[config.mk]
export PLATFORM = sky130hd
export DESIGN_NAME = msg_tx_frag
export DESIGN_NICKNAME = d
export VERILOG_FILES = /design/src/rtl/msg_tx_pkg.sv /design/src/rtl/msg_frag_sizer.sv /design/src/rtl/msg_slot_packer.sv /design/src/rtl/msg_wait_timer.sv /design/src/rtl/msg_tx_frag.sv
export SDC_FILE = /design/constraint.sdc
export NUM_CORES = 1
export LEC_CHECK = 0
export BUFFER_PORTS_ARGS = -buffer_cell sky130_fd_sc_hd__buf_4
export CAP_MARGIN = 20
export CORE_MARGIN = 4
export CORE_UTILIZATION = 55
export CTS_CLUSTER_DIAMETER = 200
export CTS_CLUSTER_SIZE = 16
export DETAILED_ROUTE_END_ITERATION = 8
export PLACE_DENSITY = 0.84
export SLEW_MARGIN = 20
export SYNTH_ARGS = -nofsm -noshare
export SYNTH_HDL_FRONTEND = slang
export SYNTH_SLANG_ARGS = --single-unit
[constraint.sdc]
create_clock -name clk_i -period 17.06 [get_ports clk_i]
set_input_delay 0.853 -clock clk_i [delete_from_list [all_inputs] [get_ports clk_i]]
set_output_delay 0.853 -clock clk_i [all_outputs]
set_load 0.005 [all_outputs]
[src/rtl/msg_tx_pkg.sv]
package msg_tx_pkg;
  typedef enum logic [2:0] {
    ST_IDLE, ST_RDY, ST_HDR, ST_PWAIT, ST_PAY, ST_BELL, ST_CHK
  } tx_state_e;

  localparam int unsigned FRAG_LEN_W = 9;
  localparam int unsigned LEN_CAP    = (1 << FRAG_LEN_W) - 1;

  function automatic logic [31:0] make_hdr(input logic last,
                                           input logic [FRAG_LEN_W-1:0] flen,
                                           input logic [7:0] host,
                                           input logic [7:0] client);
    return {last, 6'd0, flen, host, client};
  endfunction
endpackage

[src/rtl/msg_frag_sizer.sv]
module msg_frag_sizer import msg_tx_pkg::*; #(
  parameter int unsigned LEN_W   = 12,
  parameter int unsigned DEPTH_W = 8
) (
  input  logic [DEPTH_W-1:0]    depth_i,
  input  logic [LEN_W-1:0]      remain_i,
  output logic [FRAG_LEN_W-1:0] frag_len_o,
  output logic [7:0]            frag_slots_o,
  output logic                  frag_last_o,
  output logic                  size_ok_o
);
  logic [31:0] cap, lim, mx, rem, fl;

  always_comb begin
    cap          = 32'(depth_i) * 32'd4;
    lim          = (cap > LEN_CAP) ? LEN_CAP : cap;
    size_ok_o    = lim > 32'd4;
    mx           = size_ok_o ? lim - 32'd4 : 32'd0;
    rem          = 32'(remain_i);
    fl           = (rem <= mx) ? rem : mx;
    frag_len_o   = FRAG_LEN_W'(fl);
    frag_slots_o = 8'((fl + 32'd3) >> 2);
    frag_last_o  = size_ok_o && (rem <= mx);
  end
endmodule

[src/rtl/msg_slot_packer.sv]
module msg_slot_packer (
  input  logic        clk_i,
  input  logic        rst_ni,
  input  logic        push_i,
  input  logic        flush_i,
  input  logic [1:0]  lane_i,
  input  logic [7:0]  byte_i,
  output logic [31:0] word_o
);
  logic [31:0] word_q;

  always_comb begin
    word_o = word_q;
    word_o[8*lane_i +: 8] = byte_i;
  end

  always_ff @(posedge clk_i or negedge rst_ni) begin
    if (!rst_ni)     word_q <= '0;
    else if (push_i) word_q <= flush_i ? '0 : word_o;
  end

  AST_FRESH_SLOT: assert property (@(posedge clk_i) disable iff (!rst_ni)
    (push_i && lane_i == 2'd0) |-> word_q == 32'd0);
endmodule

[src/rtl/msg_wait_timer.sv]
module msg_wait_timer #(
  parameter int unsigned TMO_W = 11
) (
  input  logic             clk_i,
  input  logic             rst_ni,
  input  logic             clr_i,
  input  logic             run_i,
  input  logic [TMO_W-1:0] limit_i,
  output logic             expired_o
);
  logic [TMO_W-1:0] cnt_q;

  assign expired_o = run_i && (cnt_q == limit_i - TMO_W'(1));

  always_ff @(posedge clk_i or negedge rst_ni) begin
    if (!rst_ni)                cnt_q <= '0;
    else if (clr_i || !run_i)   cnt_q <= '0;
    else                        cnt_q <= cnt_q + TMO_W'(1);
  end

  AST_TMR_BOUND: assert property (@(posedge clk_i) disable iff (!rst_ni)
    run_i |-> cnt_q < limit_i);
endmodule

[src/rtl/msg_tx_frag.sv]
module msg_tx_frag import msg_tx_pkg::*; #(
  parameter int unsigned LEN_W    = 12,
  parameter int unsigned DEPTH_W  = 8,
  parameter int unsigned MAX_TRY  = 5,
  parameter int unsigned RDY_TMO  = 1024,
  parameter int unsigned SLOT_TMO = 1024
) (
  input  logic               clk_i,
  input  logic               rst_ni,
  input  logic               start_i,
  input  logic [LEN_W-1:0]   len_i,
  input  logic [7:0]         host_addr_i,
  input  logic [7:0]         client_addr_i,
  input  logic               byte_valid_i,
  input  logic [7:0]         byte_data_i,
  output logic               byte_ready_o,
  output logic [LEN_W-1:0]   byte_addr_o,
  input  logic [DEPTH_W-1:0] depth_i,
  input  logic [DEPTH_W-1:0] empty_slots_i,
  input  logic               peer_ready_i,
  output logic               slot_wr_o,
  output logic [31:0]        slot_data_o,
  output logic               doorbell_o,
  output logic               irq_clr_o,
  output logic               busy_o,
  output logic               done_o,
  output logic               fail_o
);
  localparam int unsigned TRY_W = $clog2(MAX_TRY + 1);
  localparam int unsigned TMO_MAX = (RDY_TMO > SLOT_TMO) ? RDY_TMO : SLOT_TMO;
  localparam int unsigned TMO_W = $clog2(TMO_MAX + 1);

  tx_state_e              state_q, state_d;
  logic [LEN_W-1:0]       len_q, remain_q, off_q;
  logic [DEPTH_W-1:0]     depth_q;
  logic [7:0]             host_q, client_q;
  logic [TRY_W-1:0]       att_q;
  logic [FRAG_LEN_W-1:0]  fcnt_q, frag_len;
  logic [7:0]             frag_slots;
  logic                   frag_last, size_ok, hdr_q;
  logic                   push, flush, byte_end, waiting, cond, tmo, tmr_exp;
  logic                   go, rej, spoil, last_try;
  logic [31:0]            packed_word;

  msg_frag_sizer #(.LEN_W(LEN_W), .DEPTH_W(DEPTH_W)) u_sizer (
    .depth_i(depth_q), .remain_i(remain_q), .frag_len_o(frag_len),
    .frag_slots_o(frag_slots), .frag_last_o(frag_last), .size_ok_o(size_ok)
  );

  assign byte_ready_o = (state_q == ST_PAY);
  assign byte_addr_o  = off_q;
  assign busy_o       = (state_q != ST_IDLE);
  assign push         = byte_valid_i && byte_ready_o;
  assign byte_end     = (fcnt_q + FRAG_LEN_W'(1) == frag_len);
  assign flush        = push && (fcnt_q[1:0] == 2'd3 || byte_end);
  assign last_try     = (att_q == TRY_W'(MAX_TRY));

  msg_slot_packer u_packer (
    .clk_i(clk_i), .rst_ni(rst_ni), .push_i(push), .flush_i(flush),
    .lane_i(fcnt_q[1:0]), .byte_i(byte_data_i), .word_o(packed_word)
  );

  always_comb begin
    waiting = 1'b0;
    cond    = 1'b0;
    unique case (state_q)
      ST_RDY:   begin waiting = 1'b1; cond = peer_ready_i; end
      ST_HDR:   begin waiting = 1'b1; cond = (empty_slots_i != '0); end
      ST_PWAIT: begin waiting = 1'b1; cond = (32'(empty_slots_i) >= 32'(frag_slots)); end
      default:  ;
    endcase
  end
  assign tmo = tmr_exp && !cond;

  msg_wait_timer #(.TMO_W(TMO_W)) u_timer (
    .clk_i(clk_i), .rst_ni(rst_ni),
    .clr_i((state_d != state_q) || spoil), .run_i(waiting),
    .limit_i((state_q == ST_RDY) ? TMO_W'(RDY_TMO) : TMO_W'(SLOT_TMO)),
    .expired_o(tmr_exp)
  );

  always_comb begin
    state_d = state_q;
    go = 1'b0; rej = 1'b0; spoil = 1'b0;
    unique case (state_q)
      ST_IDLE:  if (start_i) begin
                  if (len_i == '0) rej = 1'b1;
                  else begin go = 1'b1; state_d = ST_RDY; end
                end
      ST_RDY:   if (peer_ready_i) state_d = ST_HDR;
                else if (tmo)     spoil = 1'b1;
      ST_HDR:   if (!size_ok)     spoil = 1'b1;
                else if (cond)    state_d = ST_PWAIT;
                else if (tmo)     spoil = 1'b1;
      ST_PWAIT: if (cond)         state_d = ST_PAY;
                else if (tmo)     spoil = 1'b1;
      ST_PAY:   if (push && byte_end) state_d = ST_BELL;
      ST_BELL:  state_d = ST_CHK;
      ST_CHK:   if (!peer_ready_i) spoil = 1'b1;
                else state_d = frag_last ? ST_IDLE : ST_HDR;
      default:  state_d = ST_IDLE;
    endcase
    if (spoil) state_d = last_try ? ST_IDLE : ST_RDY;
  end

  always_ff @(posedge clk_i or negedge rst_ni) begin
    if (!rst_ni) begin
      state_q <= ST_IDLE; len_q <= '0; remain_q <= '0; off_q <= '0;
      depth_q <= '0; host_q <= '0; client_q <= '0; att_q <= '0;
      fcnt_q <= '0; hdr_q <= 1'b0; slot_wr_o <= 1'b0; slot_data_o <= '0;
      doorbell_o <= 1'b0; irq_clr_o <= 1'b0; done_o <= 1'b0; fail_o <= 1'b0;
    end else begin
      state_q    <= state_d;
      slot_wr_o  <= 1'b0;
      hdr_q      <= 1'b0;
      doorbell_o <= 1'b0;
      irq_clr_o  <= 1'b0;
      done_o     <= 1'b0;
      fail_o     <= rej || (spoil && last_try);
      if (go) begin
        len_q <= len_i; remain_q <= len_i; off_q <= '0;
        host_q <= host_addr_i; client_q <= client_addr_i;
        att_q <= TRY_W'(1); irq_clr_o <= 1'b1;
      end
      if (state_q == ST_RDY && peer_ready_i) depth_q <= depth_i;
      if (state_q == ST_HDR && state_d == ST_PWAIT) begin
        slot_wr_o   <= 1'b1;
        hdr_q       <= 1'b1;
        slot_data_o <= make_hdr(frag_last, frag_len, host_q, client_q);
        fcnt_q      <= '0;
      end
      if (push) begin
        off_q  <= off_q + LEN_W'(1);
        fcnt_q <= fcnt_q + FRAG_LEN_W'(1);
        if (flush) begin
          slot_wr_o   <= 1'b1;
          slot_data_o <= packed_word;
        end
      end
      if (state_q == ST_BELL) doorbell_o <= 1'b1;
      if (state_q == ST_CHK && peer_ready_i) begin
        remain_q <= remain_q - LEN_W'(frag_len);
        done_o   <= frag_last;
      end
      if (spoil && !last_try) begin
        att_q <= att_q + TRY_W'(1); remain_q <= len_q; off_q <= '0;
      end
    end
  end

  AST_ZERO_REJECT: assert property (@(posedge clk_i) disable iff (!rst_ni)
    (state_q == ST_IDLE && start_i && len_i == '0) |=> (fail_o && !irq_clr_o));
  AST_CLR_FIRST: assert property (@(posedge clk_i) disable iff (!rst_ni)
    (state_q == ST_IDLE && start_i && len_i != '0) |=> (irq_clr_o && !slot_wr_o));
  AST_HDR_FIELDS: assert property (@(posedge clk_i) disable iff (!rst_ni)
    (slot_wr_o && hdr_q) |-> (slot_data_o[30:25] == 6'd0 && slot_data_o[24:16] != 9'd0
                              && slot_data_o[24:16] <= 9'd507));
  AST_BELL_PULSE: assert property (@(posedge clk_i) disable iff (!rst_ni)
    doorbell_o |=> !doorbell_o);
  AST_TRY_BOUND: assert property (@(posedge clk_i) disable iff (!rst_ni)
    att_q <= TRY_W'(MAX_TRY));
  AST_ONE_RESULT: assert property (@(posedge clk_i) disable iff (!rst_ni)
    !(done_o && fail_o));
endmodule

======== Word level (Yosys, flattened, before mapping) ========
Index checks and enable logic that the tools add are counted.
storage, ports and cells
  register bits after elaboration ......... 155
  bits in latches ......................... 0
  bits in writable memories ............... 0
  ROM bits ................................ 0
  input port bits ......................... 57
  output and inout bits ................... 51
  word-level logic and storage cells ...... 121
  memories kept ........................... 0
operators by class
  $add $sub $neg .......................... 8
  multipliers ............................. 0
  div/mod/pow operators ................... 0
  magnitude comparators ................... 4
  equal/unequal tests ..................... 12
  shifts and indexed selects .............. 2
  multiplexer cells ....................... 51
  bitwise gates (word level) .............. 0
  reduce and logical (&&, ||, !) cells .... 27
operators by type and width
  kind                                                    number
  two-way mux 32 bit                                      5
  two-way mux 12 bit                                      6
  negation 5 -> 34 bit                                    1
  variable shift 8 x 34 -> 32 bit (first input constant)  1
  variable part select 8 x 34 -> 32 bit                   1
  two-way mux 3 bit                                       11
  bitwise mux 32 bit                                      1
  > comparator 32 x 3 -> 1 bit (second input constant)    1
  <= comparator 12 x 32 -> 1 bit                          1
  subtractor 32 x 3 -> 32 bit (second input constant)     1
  case mux 3 bit (7 select lines)                         1
  two-way mux 10 bit                                      2
  two-way mux 1 bit                                       19
  two-way mux 9 bit                                       2
  adder 12 x 1 -> 12 bit (second input constant)          1
  equality test 3 bit (second input constant)             4
  zero test 12 bit                                        1
  subtractor 12 x 9 -> 12 bit                             1
  adder 11 x 1 -> 11 bit (second input constant)          1
  equality test 11 x 10 -> 1 bit (second input constant)  1
  logical AND 1 bit                                       11
  two-way mux 11 bit                                      1
  adder 10 x 2 -> 10 bit (second input constant)          1
  > comparator 10 x 9 -> 1 bit (second input constant)    1
  18 further kinds                                        28

======== Logic depth before layout (Yosys ltp) ========
Gate-level depths: netlist of run 1.
  depth in word-level cells ............... 21
  depth in mapped cells ................... 29
  gate-level depth less buffers ........... 25

======== By module ========
A second synthesis of run 1 with hierarchy kept.
unflattened totals
  cells, all modules ...................... 1,012
  area, all modules ....................... 9,679.3 µm²
modules (own cells, without submodules)
  module           instances  cells each  area an instance (µm²)  sequential area each (µm²)
  msg_tx_frag      1          638         6,303.5                 2,802.7
  msg_slot_packer  1          163         1,726.7                 800.8
  msg_wait_timer   1          101         853.3                   275.3
  msg_frag_sizer   1          110         795.8                   0.0

======== Worst setup path after synthesis of run 1 ========
Ideal clock, no wire load.
  path kind ............................... reg-to-reg
  from .................................... register depth_q[7]
  to ...................................... register u_timer.cnt_q[10]
  setup time .............................. 0.128 ns
  arrival time ............................ 5.616 ns
  path slack .............................. 11.316 ns
  stages on the path, launching flop included .. 30
  path buffers ............................ 4
  path through ............................ dfrtp_1 buf_2 nor2_1 ha_1 and3_1 ha_1 clkbuf_1 nor3_1 inv_1 ha_1 a21oi_2 o21ai_1 a2111oi_4 a21oi_4 buf_2 nor3b_1 nand2_1 o21ai_0 nand2_1 ha_1 a21o_1 a21o_1 a21o_1 a211oi_1 o211a_1 buf_2 nor2_1 a21o_1 nand2_1 nor2_1
on the way
  longest elaborated chain between the ends .. 20
  elaborated cells between the ends (all ways) .. 32
  those cells by class .................... 2 x add/sub; 4 x order compare; 2 x eq/ne; 18 x mux; 6 x reduce/logical
RTL lines
  what                                                                                RTL line                                    source
  start: declaration                                                                  msg_tx_frag.sv:35                           logic [DEPTH_W-1:0] depth_q;
  start signal: assignment                                                            msg_tx_frag.sv:125                          if (state_q == ST_RDY && peer_ready_i) depth_q <= depth_i;
  > comparator 10 x 9 -> 1 bit                                                        msg_frag_sizer.sv:16                        lim = (cap > LEN_CAP) ? LEN_CAP : cap;
  two-way mux 10 bit *                                                                msg_frag_sizer.sv:16
  subtractor 32 x 3 -> 32 bit / > comparator 32 x 3 -> 1 bit (equally long branches)  msg_frag_sizer.sv:18, msg_frag_sizer.sv:17
  two-way mux 32 bit                                                                  msg_frag_sizer.sv:18                        mx = size_ok_o ? lim - 32'd4 : 32'd0;
  <= comparator 12 x 32 -> 1 bit                                                      msg_frag_sizer.sv:20, msg_frag_sizer.sv:23
  two-way mux 10 bit                                                                  msg_frag_sizer.sv:20                        fl = (rem <= mx) ? rem : mx;
  adder 10 x 2 -> 10 bit                                                              msg_frag_sizer.sv:22                        frag_slots_o = 8'((fl + 32'd3) >> 2);
  >= comparator 8 bit                                                                 msg_tx_frag.sv:69                           ST_PWAIT: begin waiting = 1'b1; cond = (32'(empty_slots_i) >= 32'(frag_slots)); end
  [... 4 more ...]                                                                    -
  two-way mux 1 bit                                                                   msg_tx_frag.sv:93                           else if (cond) state_d = ST_PWAIT;
  two-way mux 1 bit                                                                   msg_tx_frag.sv:92                           ST_HDR: if (!size_ok) spoil = 1'b1;
  case mux 1 bit (4 select lines)                                                     msg_tx_frag.sv:85                           unique case (state_q)
  two-way mux 3 bit                                                                   msg_tx_frag.sv:103                          if (spoil) state_d = last_try ? ST_IDLE : ST_RDY;
  inequality test 3 bit                                                               msg_tx_frag.sv:77                           .clr_i((state_d != state_q) || spoil), .run_i(waiting),
  logical OR 1 bit *                                                                  msg_tx_frag.sv:77
  logical OR 1 bit *                                                                  msg_wait_timer.sv:17                        else if (clr_i || !run_i) cnt_q <= '0;
  two-way mux 11 bit *                                                                msg_wait_timer.sv:17
  end signal: assignment                                                              msg_wait_timer.sv:18                        else cnt_q <= cnt_q + TMO_W'(1);
  end: declaration                                                                    msg_wait_timer.sv:11                        logic [TMO_W-1:0] cnt_q;
Every way passes the cells marked *; elsewhere a longest branch is shown, timed or not.
A chain may end at the register's enable or synchronous reset.

======== Worst setup path after layout of run 1 ========
  from .................................... register depth_q[7]
  to ...................................... register remain_q[2]
on the way
  longest elaborated chain between the ends .. 17
  elaborated cells between the ends (all ways) .. 22
  those cells by class .................... 3 x add/sub; 4 x order compare; 11 x mux; 4 x reduce/logical
RTL lines
  what                                                                                RTL line                                                 source
  > comparator 10 x 9 -> 1 bit                                                        msg_frag_sizer.sv:16
  two-way mux 10 bit *                                                                msg_frag_sizer.sv:16
  subtractor 32 x 3 -> 32 bit / > comparator 32 x 3 -> 1 bit (equally long branches)  msg_frag_sizer.sv:18, msg_frag_sizer.sv:17
  two-way mux 32 bit                                                                  msg_frag_sizer.sv:18
  <= comparator 12 x 32 -> 1 bit                                                      msg_frag_sizer.sv:20
  two-way mux 10 bit                                                                  msg_frag_sizer.sv:20
  adder 10 x 2 -> 10 bit                                                              msg_frag_sizer.sv:22
  >= comparator 8 bit                                                                 msg_tx_frag.sv:69
  case mux 1 bit (3 select lines)                                                     msg_tx_frag.sv:66                                        unique case (state_q)
  zero test 1 bit                                                                     msg_tx_frag.sv:73                                        assign tmo = tmr_exp && !cond;
  logical AND 1 bit                                                                   msg_tx_frag.sv:73
  two-way mux 1 bit                                                                   msg_tx_frag.sv:91, msg_tx_frag.sv:94, msg_tx_frag.sv:96
  two-way mux 1 bit                                                                   msg_tx_frag.sv:93
  two-way mux 1 bit                                                                   msg_tx_frag.sv:92
  case mux 1 bit (4 select lines)                                                     msg_tx_frag.sv:85
  logical AND 1 bit                                                                   msg_tx_frag.sv:145                                       if (spoil && !last_try) begin
  nonzero test 3 bit (no source line) / two-way mux 12 bit (equally long branches)    -
  end signal: assignment                                                              msg_tx_frag.sv:142                                       remain_q <= remain_q - LEN_W'(frag_len);
  end: declaration                                                                    msg_tx_frag.sv:34                                        logic [LEN_W-1:0] len_q, remain_q, off_q;
Marks and branches as above.

==> insert_results.sql, run 1 <==
INSERT INTO impl_metrics (metric_group, metric, value, unit) VALUES
('critical_path', 'worst_r2r_endpoint', 'remain_q[2]', ''),
('power', 'cell_internal_pwr', '1.09', 'mW'),
('timing', 'relSlewSlack', '27.4', '%'),
('drt', 'vias', '7539', ''),
('final_layout', 'final_nets', '1151', ''),
('clocking', 'htree_levels', '4', ''),
('power', 'static-leakage-power', '5.17', 'nW'),
('global_routing', 'grt_util_all_layers', '25.3', '%'),
('placed_design', 'globalplace.congestion', '0.921', ''),
('floorplan', 'design.die.area', '18300', 'um^2'),
('critical_path', 'worstSetupPathType', 'reg2reg', ''),
('yosys', 'yosys_register_bits', '155', ''),
('clocking', 'cts_repair_resize_count', '0', ''),
('drt', 'wl_per_cell', '17.6', 'um'),
('power', 'share_clk_of_total_power', '17.1', '%'),
('yosys', 'synth-edff-count', '0', ''),
('power', 'fin_total_pwr', '1.94', 'mW'),
('power', 'comb_power_share', '53.0', '%'),
('timing', 'tightestPinTransition', '1.08', 'ns'),
('clocking', 'tritoncts_num_sinks', '155', ''),
('floorplan', 'coreArea', '15900', 'um^2'),
('timing', 'period_needed', '6.89', 'ns'),
('clocking', 'buffer_depth_of_the_longest_clock_path', '2', ''),
('global_routing', 'grt-ovfl-total', '0', ''),
('clocking', 'tritoncts', 'built', ''),
('power', 'power.net_switching', '849', 'uW'),
('critical_path', 'worst_r2r_startpoint', 'depth_q[7]', ''),
('timing', 'slew_viol_final', '0', ''),
('yosys', 'syn-mean-instance-area', '9.25', 'um^2'),
('timing', 'max_freq', '145', 'MHz'),
('power', 'netSwitchingFraction', '43.8', '%'),
('critical_path', 'crit_start', 'depth_q[7]', ''),
('global_routing', 'global_route_wire_length_before_repair', '37.2', 'mm'),
('hold_path', 'hold_path.class', 'in2async', ''),
('critical_path', 'cp.arrival', '7.20', 'ns'),
('critical_path', 'highest_net_fanout_along_the_worst_path', '18', ''),
('floorplan', 'placementRows', '46', ''),
('power', 'power.ir.vdd_worst', '0.0000971', 'V'),
('yosys', 'postSynthNetCount', '1061', ''),
('final_layout', 'n_fill_cell', '1312', ''),
('drt', 'drt-initial-drc-count', '797', ''),
('yosys', 'ranking_of_synthesized_cells_by_area', 'dfrtp_1 44%, mux2i_1 6.3%, nand2_1 6.1%', ''),
('clocking', 'post_cts_hold_buffers', '0', ''),
('clocking', 'cts_setup_buffers', '0', ''),
('yosys', 'synth.yosys.seq_area_share', '43.6', '%'),
('flow_run', 'timing.max_cap.violations', '0', ''),
('drt', 'detail_route.first_pass.iterations', '6', ''),
('timing', 'grt_setup_unrepaired', 'no', ''),
('yosys', 'ys_dominant_reg_cell', 'dfrtp_1', ''),
('drt', 'drc', '0', ''),
('yosys', 'postSynthCellCount', '962', ''),
('yosys', 'postSynth.asyncResetShare', '100', '%'),
('clocking', 'numCtsBuffers', '17', ''),
('timing', 'clock-skew-final', '0.00615', 'ns'),
('clocking', 'clk_root_buffer_cell', 'clkbuf_16', ''),
('clocking', 'clock_latency', '0.43', 'ns'),
('run_status', 'status', 'complete, no violations', ''),
('placed_design', 'buffer_ports.inserted', '107', ''),
('global_routing', 'antenna_found_initial', '0', ''),
('placed_design', 'dpl.hpwl', '15.5', 'mm'),
('timing', 'timing.final.setup_violations', '0', ''),
('timing', 'finalSetupTns', '0', 'ns'),
('clocking', 'cts.reportedPaths.clkPinSlew', '0.06', 'ns'),
('power', 'p_per_area', '187', 'nW/um^2'),
('power', 'seqPwrFrac', '29.8', '%'),
('critical_path', 'worstRegToRegCells', '22', ''),
('critical_path', 'r2r_slack', '10.17', 'ns'),
('critical_path', 'critical_path.startpoint_type', 'flop', ''),
('yosys', 'synthDominantAreaCellType', 'dfrtp_1', ''),
('final_layout', 'drive_above_1_share', '15.9', '%'),
('drt', 'route.antenna.remaining_nets', '0', '');
[registers in the layout, indices dropped and copies added, names as in the netlist, 3 cells and up]
register / flops
slot_data_o: 32
remain_q: 12
len_q: 12
u_packer.word_q: 32
client_q: 8
state_q: 3
u_timer.cnt_q: 11
byte_addr_o: 12
att_q: 3
depth_q: 8
host_q: 8
fcnt_q: 9
[how the worst max path moves through the flow]
| stage | to | cells after the start | slack (ns) |
|---|---|---|---|
| after floorplan | u_timer.cnt_q[10] | 29 | 11.32 |
| after global placement | byte_addr_o[11] | 24 | 10.58 |
| after detailed placement | byte_addr_o[11] | 24 | 10.36 |
| after CTS | remain_q[2] | 22 | 10.33 |
| after global routing | byte_addr_o[11] | 25 | 9.61 |
| final | remain_q[2] | 22 | 10.17 |
[power by group through the flow]
stage | clock network, mW | logic [mW] | registers, mW
4_1_cts | 0.336 | 1.02 | 0.575
3_5_place_dp | 0 | 1.00 | 0.579
2_1_floorplan | 0 | 0.747 | 0.545
5_1_grt | 0.353 | 1.13 | 0.592
3_3_place_gp | 0 | 0.974 | 0.576
6_report | 0.332 | 1.03 | 0.577
[kinds of logic after synthesis]
group	after synthesis	share of synthesized area, %
xor gates and xnor gates	44	4.33
muxes	67	7.87
AOI/OAI and AO/OA	201	14.8
buffers and inverters	66	3.35
adders and majority gates	42	5.99
DFF	155	43.6
and+or+nand+nor	387	20.1
[through the flow]
| step | worst slack, ns | std cells | instance area, um^2 | hold WS (ns) |
|---|---|---|---|---|
| 2_1_floorplan | 11.32 | 962 | 8900 | 0.440 |
| 3_3_place_gp | 10.58 | 1249 | 9830 | 0.455 |
| 3_5_place_dp | 10.36 | 1249 | 9830 | 0.462 |
| 4_1_cts | 10.33 | 1279 | 10300 | 0.479 |
| 5_1_grt | 9.61 | 1279 | 10300 | 0.493 |
| 6_report | 10.17 | 1279 | 10300 | 0.447 |
[metal layers]
| layer | track usage (%) | wire [um] | vias to the layer above |
|---|---|---|---|
| met5 | 0 | 0 | - |
| met4 | 7.45 | 418 | 0 |
| met3 | 4.94 | 1690 | 41 |
| met2 | 39.8 | 10400 | 286 |
| met1 | 35.9 | 10000 | 3672 |
| li1 | - | - | 3540 |
[layout make-up]
cell class                 count  area [um^2]  area share [%]
sequential                   155         3880            37.5
multi-input combinational    741         4740            45.8
clock inverter                11         73.8           0.714
inverter                      22         82.6           0.798
tap                          216          270            2.61
timing repair buffer         115          867            8.38
clock buffer                  19          433            4.19
[synthesized netlist by cell type (4+ instances only)]
cell type,number
o211ai_1,10
nand3_1,27
nor3_1,18
a22o_1,33
xor2_1,20
and2_1,4
a21oi_1,71
buf_6,6
a211oi_1,5
mux2_2,8
inv_1,22
nand4_1,5
clkbuf_1,31
dfrtp_1,155
nand2_1,144
buf_2,4
ha_1,41
nor2_1,108
a21o_1,10
a31oi_1,4
mux2i_1,56
o22ai_1,4
nand2b_1,4
nor2b_1,36
o21ai_0,42
or3_1,4
nor4_1,8
and3_1,14
xnor2_1,24
[worst max-delay path: stages (launching register included)]
cell,delay [ns]
dfrtp_1,0.54
nor2_1,0.09
ha_1,0.27
and3_1,0.20
ha_1,0.31
nor3_1,0.41
inv_1,0.08
ha_1,0.28
nand4_1,0.11
o211ai_1,0.11
o311ai_1,0.16
a21oi_4,0.54
mux2i_2,0.50
xnor2_1,0.14
ha_1,0.29
nand2b_1,0.15
a21o_1,0.19
a211o_1,0.31
a211oi_1,0.59
o211ai_1,0.59
and3_1,0.50
a211oi_1,0.32
nor2_1,0.06
(Power assumes the default switching activity.)
==> run 2: changes to the inputs <==
- clock period: 17.06 -> 6.8 ns (I/O delays scaled with it)
==> run 2 against run 1 <==
  * First-iteration DRC count is 14% lower
  * Sequential power grew to 2.5 times the previous value
  * Fmax is 8.3% higher
  * Critical endpoint is now remain_q[0]
  * Critical path depth is 1 higher
  * Critical path type unchanged
  * Count of clock-buffer cells in the layout stayed put
  * Global-route usage is 0.53 points higher
  * Clock power grew to 3.1 times the previous value
  * Die area stayed put
  * Sequential share of layout area is 0.62 points lower
  * Combinational power grew to 2.5 times the previous value
==> insert_results.sql, run 2 (synthesized netlist as in run 1, its figures left out) <==
INSERT INTO impl_metrics (metric_group, metric, value, unit) VALUES
('critical_path', 'critical_path.startpoint_type', 'flop', ''),
('floorplan', 'coreArea', '15900', 'um^2'),
('final_layout', 'biggestRegsByFlops', 'slot_data_o (32), u_packer.word_q (32)', ''),
('placed_design', 'globalplace.congestion', '0.885', ''),
('clocking', 'numCtsBuffers', '17', ''),
('power', 'p_per_area', '483', 'nW/um^2'),
('global_routing', 'grt_start_max_net_pins', '83', ''),
('critical_path', 'worst_setup_path_end_kind', 'flop', ''),
('global_routing', 'antenna_found_initial', '0', ''),
('drt', 'route.antenna.remaining_nets', '0', ''),
('critical_path', 'highest_net_fanout_along_the_worst_path', '18', ''),
('power', 'fin_total_pwr', '5.08', 'mW'),
('clocking', 'cts.reportedPaths.clkPinSlew', '0.07', 'ns'),
('timing', 'max_freq', '157', 'MHz'),
('critical_path', 'required', '7.10', 'ns'),
('clocking', 'clk_root_buffer_cell', 'clkbuf_16', ''),
('floorplan', 'initial_utilization', '56.0', '%'),
('floorplan', 'io_pins', '108', ''),
('critical_path', 'critical_path_buf_inv_count', '1', ''),
('drt', 'wl_per_cell', '18.1', 'um'),
('timing', 'finalSetupTns', '0', 'ns'),
('timing', 'timing.final.setup_violations', '0', ''),
('critical_path', 'family_of_cells_with_the_greatest_summed_delay_on_the_critical_path', 'compound AO/OA/AOI/OAI gates', ''),
('clocking', 'cts_setup_buffers', '0', ''),
('global_routing', 'grt-ovfl-total', '0', ''),
('drt', 'detail_route.first_pass.iterations', '6', ''),
('power', 'static-leakage-power', '5.25', 'nW'),
('floorplan', 'die_x', '135', 'um'),
('final_layout', 'top_library_cells_by_usage_in_the_layout_fill_and_taps_aside', '155 x dfrtp_1, 143 x nand2_1, 119 x buf_4, 107 x nor2_1, 71 x a21oi_1', ''),
('timing', 'relSlewSlack', '32.2', '%'),
('final_layout', 'final_common_cell', 'dfrtp_1', ''),
('final_layout', 'area_growth', '18.1', '%'),
('hold_path', 'hold_path.class', 'in2reg', ''),
('final_layout', 'n_fill_cell', '1257', ''),
('global_routing', 'grt_pass1_vias', '7442', ''),
('clocking', 'buffer_depth_of_the_longest_clock_path', '2', ''),
('placed_design', 'placedInstanceArea', '9860', 'um^2'),
('flow_run', 'timing.max_cap.violations', '0', ''),
('critical_path', 'worstSetupPathType', 'reg2reg', ''),
('global_routing', 'global_route_wire_length_before_repair', '37.8', 'mm'),
('placed_design', 'buffer_ports.inserted', '107', ''),
('floorplan', 'die-height', '135', 'um'),
('floorplan', 'design.die.area', '18300', 'um^2'),
('final_layout', 'finalCoreUtilization', '66.2', '%'),
('clocking', 'tritoncts_num_sinks', '155', ''),
('run_status', 'status', 'complete, no violations', ''),
('floorplan', 'placementRows', '46', ''),
('drt', 'drc', '0', ''),
('drt', 'vias', '7627', ''),
('drt', 'drt-initial-drc-count', '689', ''),
('timing', 'period_share', '93.5', '%'),
('clocking', 'tritoncts', 'built', ''),
('final_layout', 'drive_above_1_share', '16.7', '%'),
('placed_design', 'dpl.hpwl', '15.6', 'mm'),
('critical_path', 'timing.critical_path.slowest_stage_cell', 'dfrtp_1', ''),
('final_layout', 'final_nets', '1157', ''),
('critical_path', 'path_cells', 'nor2_1 -> ha_1 -> and3_1 -> ha_1 -> a21oi_1 -> inv_1 -> ha_1 -> nand4_1 -> o311ai_1 -> a21oi_4 -> nor3b_1 -> nand2_1 -> o21ai_0 -> nand2_1 -> ha_1 -> a21o_1 -> a21o_1 -> a21o_1 -> a211oi_2 -> o211ai_1 -> and3_1 -> a211oi_1 -> a21oi_1', ''),
('clocking', 'htree_levels', '4', ''),
('power', 'power.ir.vdd_worst', '0.000295', 'V'),
('clocking', 'clock_latency', '0.43', 'ns'),
('final_layout', 'insertedDiodeCount', '0', ''),
('timing', 'period_needed', '6.36', 'ns'),
('critical_path', 'cp.arrival', '6.66', 'ns'),
('drt', 'route.final.wire_length', '23.3', 'mm'),
('timing', 'clock-skew-final', '0.0114', 'ns'),
('critical_path', 'critical-path-top-cell-by-count', 'ha_1', ''),
('timing', 'whs', '0.0907', 'ns'),
('final_layout', 'design_area', '10500', 'um^2'),
('critical_path', 'critical-path-max-stage-delay', '0.53', 'ns'),
('timing', 'tightestPinTransition', '1.02', 'ns'),
('drt', 'drt-vias-per-instance', '5.93', ''),
('timing', 'hold_viol_final', '0', ''),
('global_routing', 'grt_util_all_layers', '25.8', '%'),
('timing', 'grt_setup_unrepaired', 'no', ''),
('timing', 'slew_viol_final', '0', '');
[run 2: cell types whose count changed in the layout (fill, tap and decap cells not counted), sizes merged]
cell         before  now
clkinvlp          0    1
inv              24   28
clkinv            9    3
bufinv            0    3
dlygate4sd3       0    1
buf             115  120
[run 2: per-stage QoR]
stage / setup slack (ns) / instances
after floorplan: 1.06 / 962
after global placement: 0.666 / 1254
after detailed placement: 0.472 / 1254
after CTS: 0.364 / 1287
after global routing: 0.0455 / 1287
final: 0.440 / 1287
[run 2: repair_timing]
action | CTS | global route
hold buffers | 1 | 0
hold endpoints to repair | 31 | 0
setup endpoints to repair | 0 | 20
gates resized for setup | 0 | 2
[run 2: report_power, final]
part,switching (mW),internal [mW]
sequential,0.263,1.18
combinational,1.52,1.10
clock,0.408,0.607
[run 2: area by class of cell]
type,instances,area (um^2),share of cell area [%]
Clock inverter,13,178,1.69
Clock buffer,19,453,4.31
Tap cell,216,270,2.57
Multi-Input combinational cell,741,4740,45.1
Timing Repair Buffer,121,915,8.70
Inverter,22,82.6,0.785
Sequential cell,155,3880,36.9
[run 2: worst paths after layout]
check,start,endpoint,slack [ns],cells after the start
worst max-delay path,depth_q[7],remain_q[0],0.44,23
max in group asynchronous,rst_ni,slot_data_o[15],4.82,3
worst min register to register,len_q[7],len_q[7],0.47,2
min in group asynchronous,rst_ni,depth_q[2],0.53,2
worst min-delay path,client_addr_i[6],client_q[6],0.09,3
worst max register to register,depth_q[7],remain_q[0],0.44,23
[run 2: routing by layer]
metal,global-route usage [%],wire length (um)
met1,36.7,9900
met4,9.97,729
met3,5.13,1940
met2,39.2,10700
met5,0,0
[run 2: worst min-delay path: stages]
cell	delay, ns
buf_4	0.07
nand2_1	0.04
nand2_1	0.04
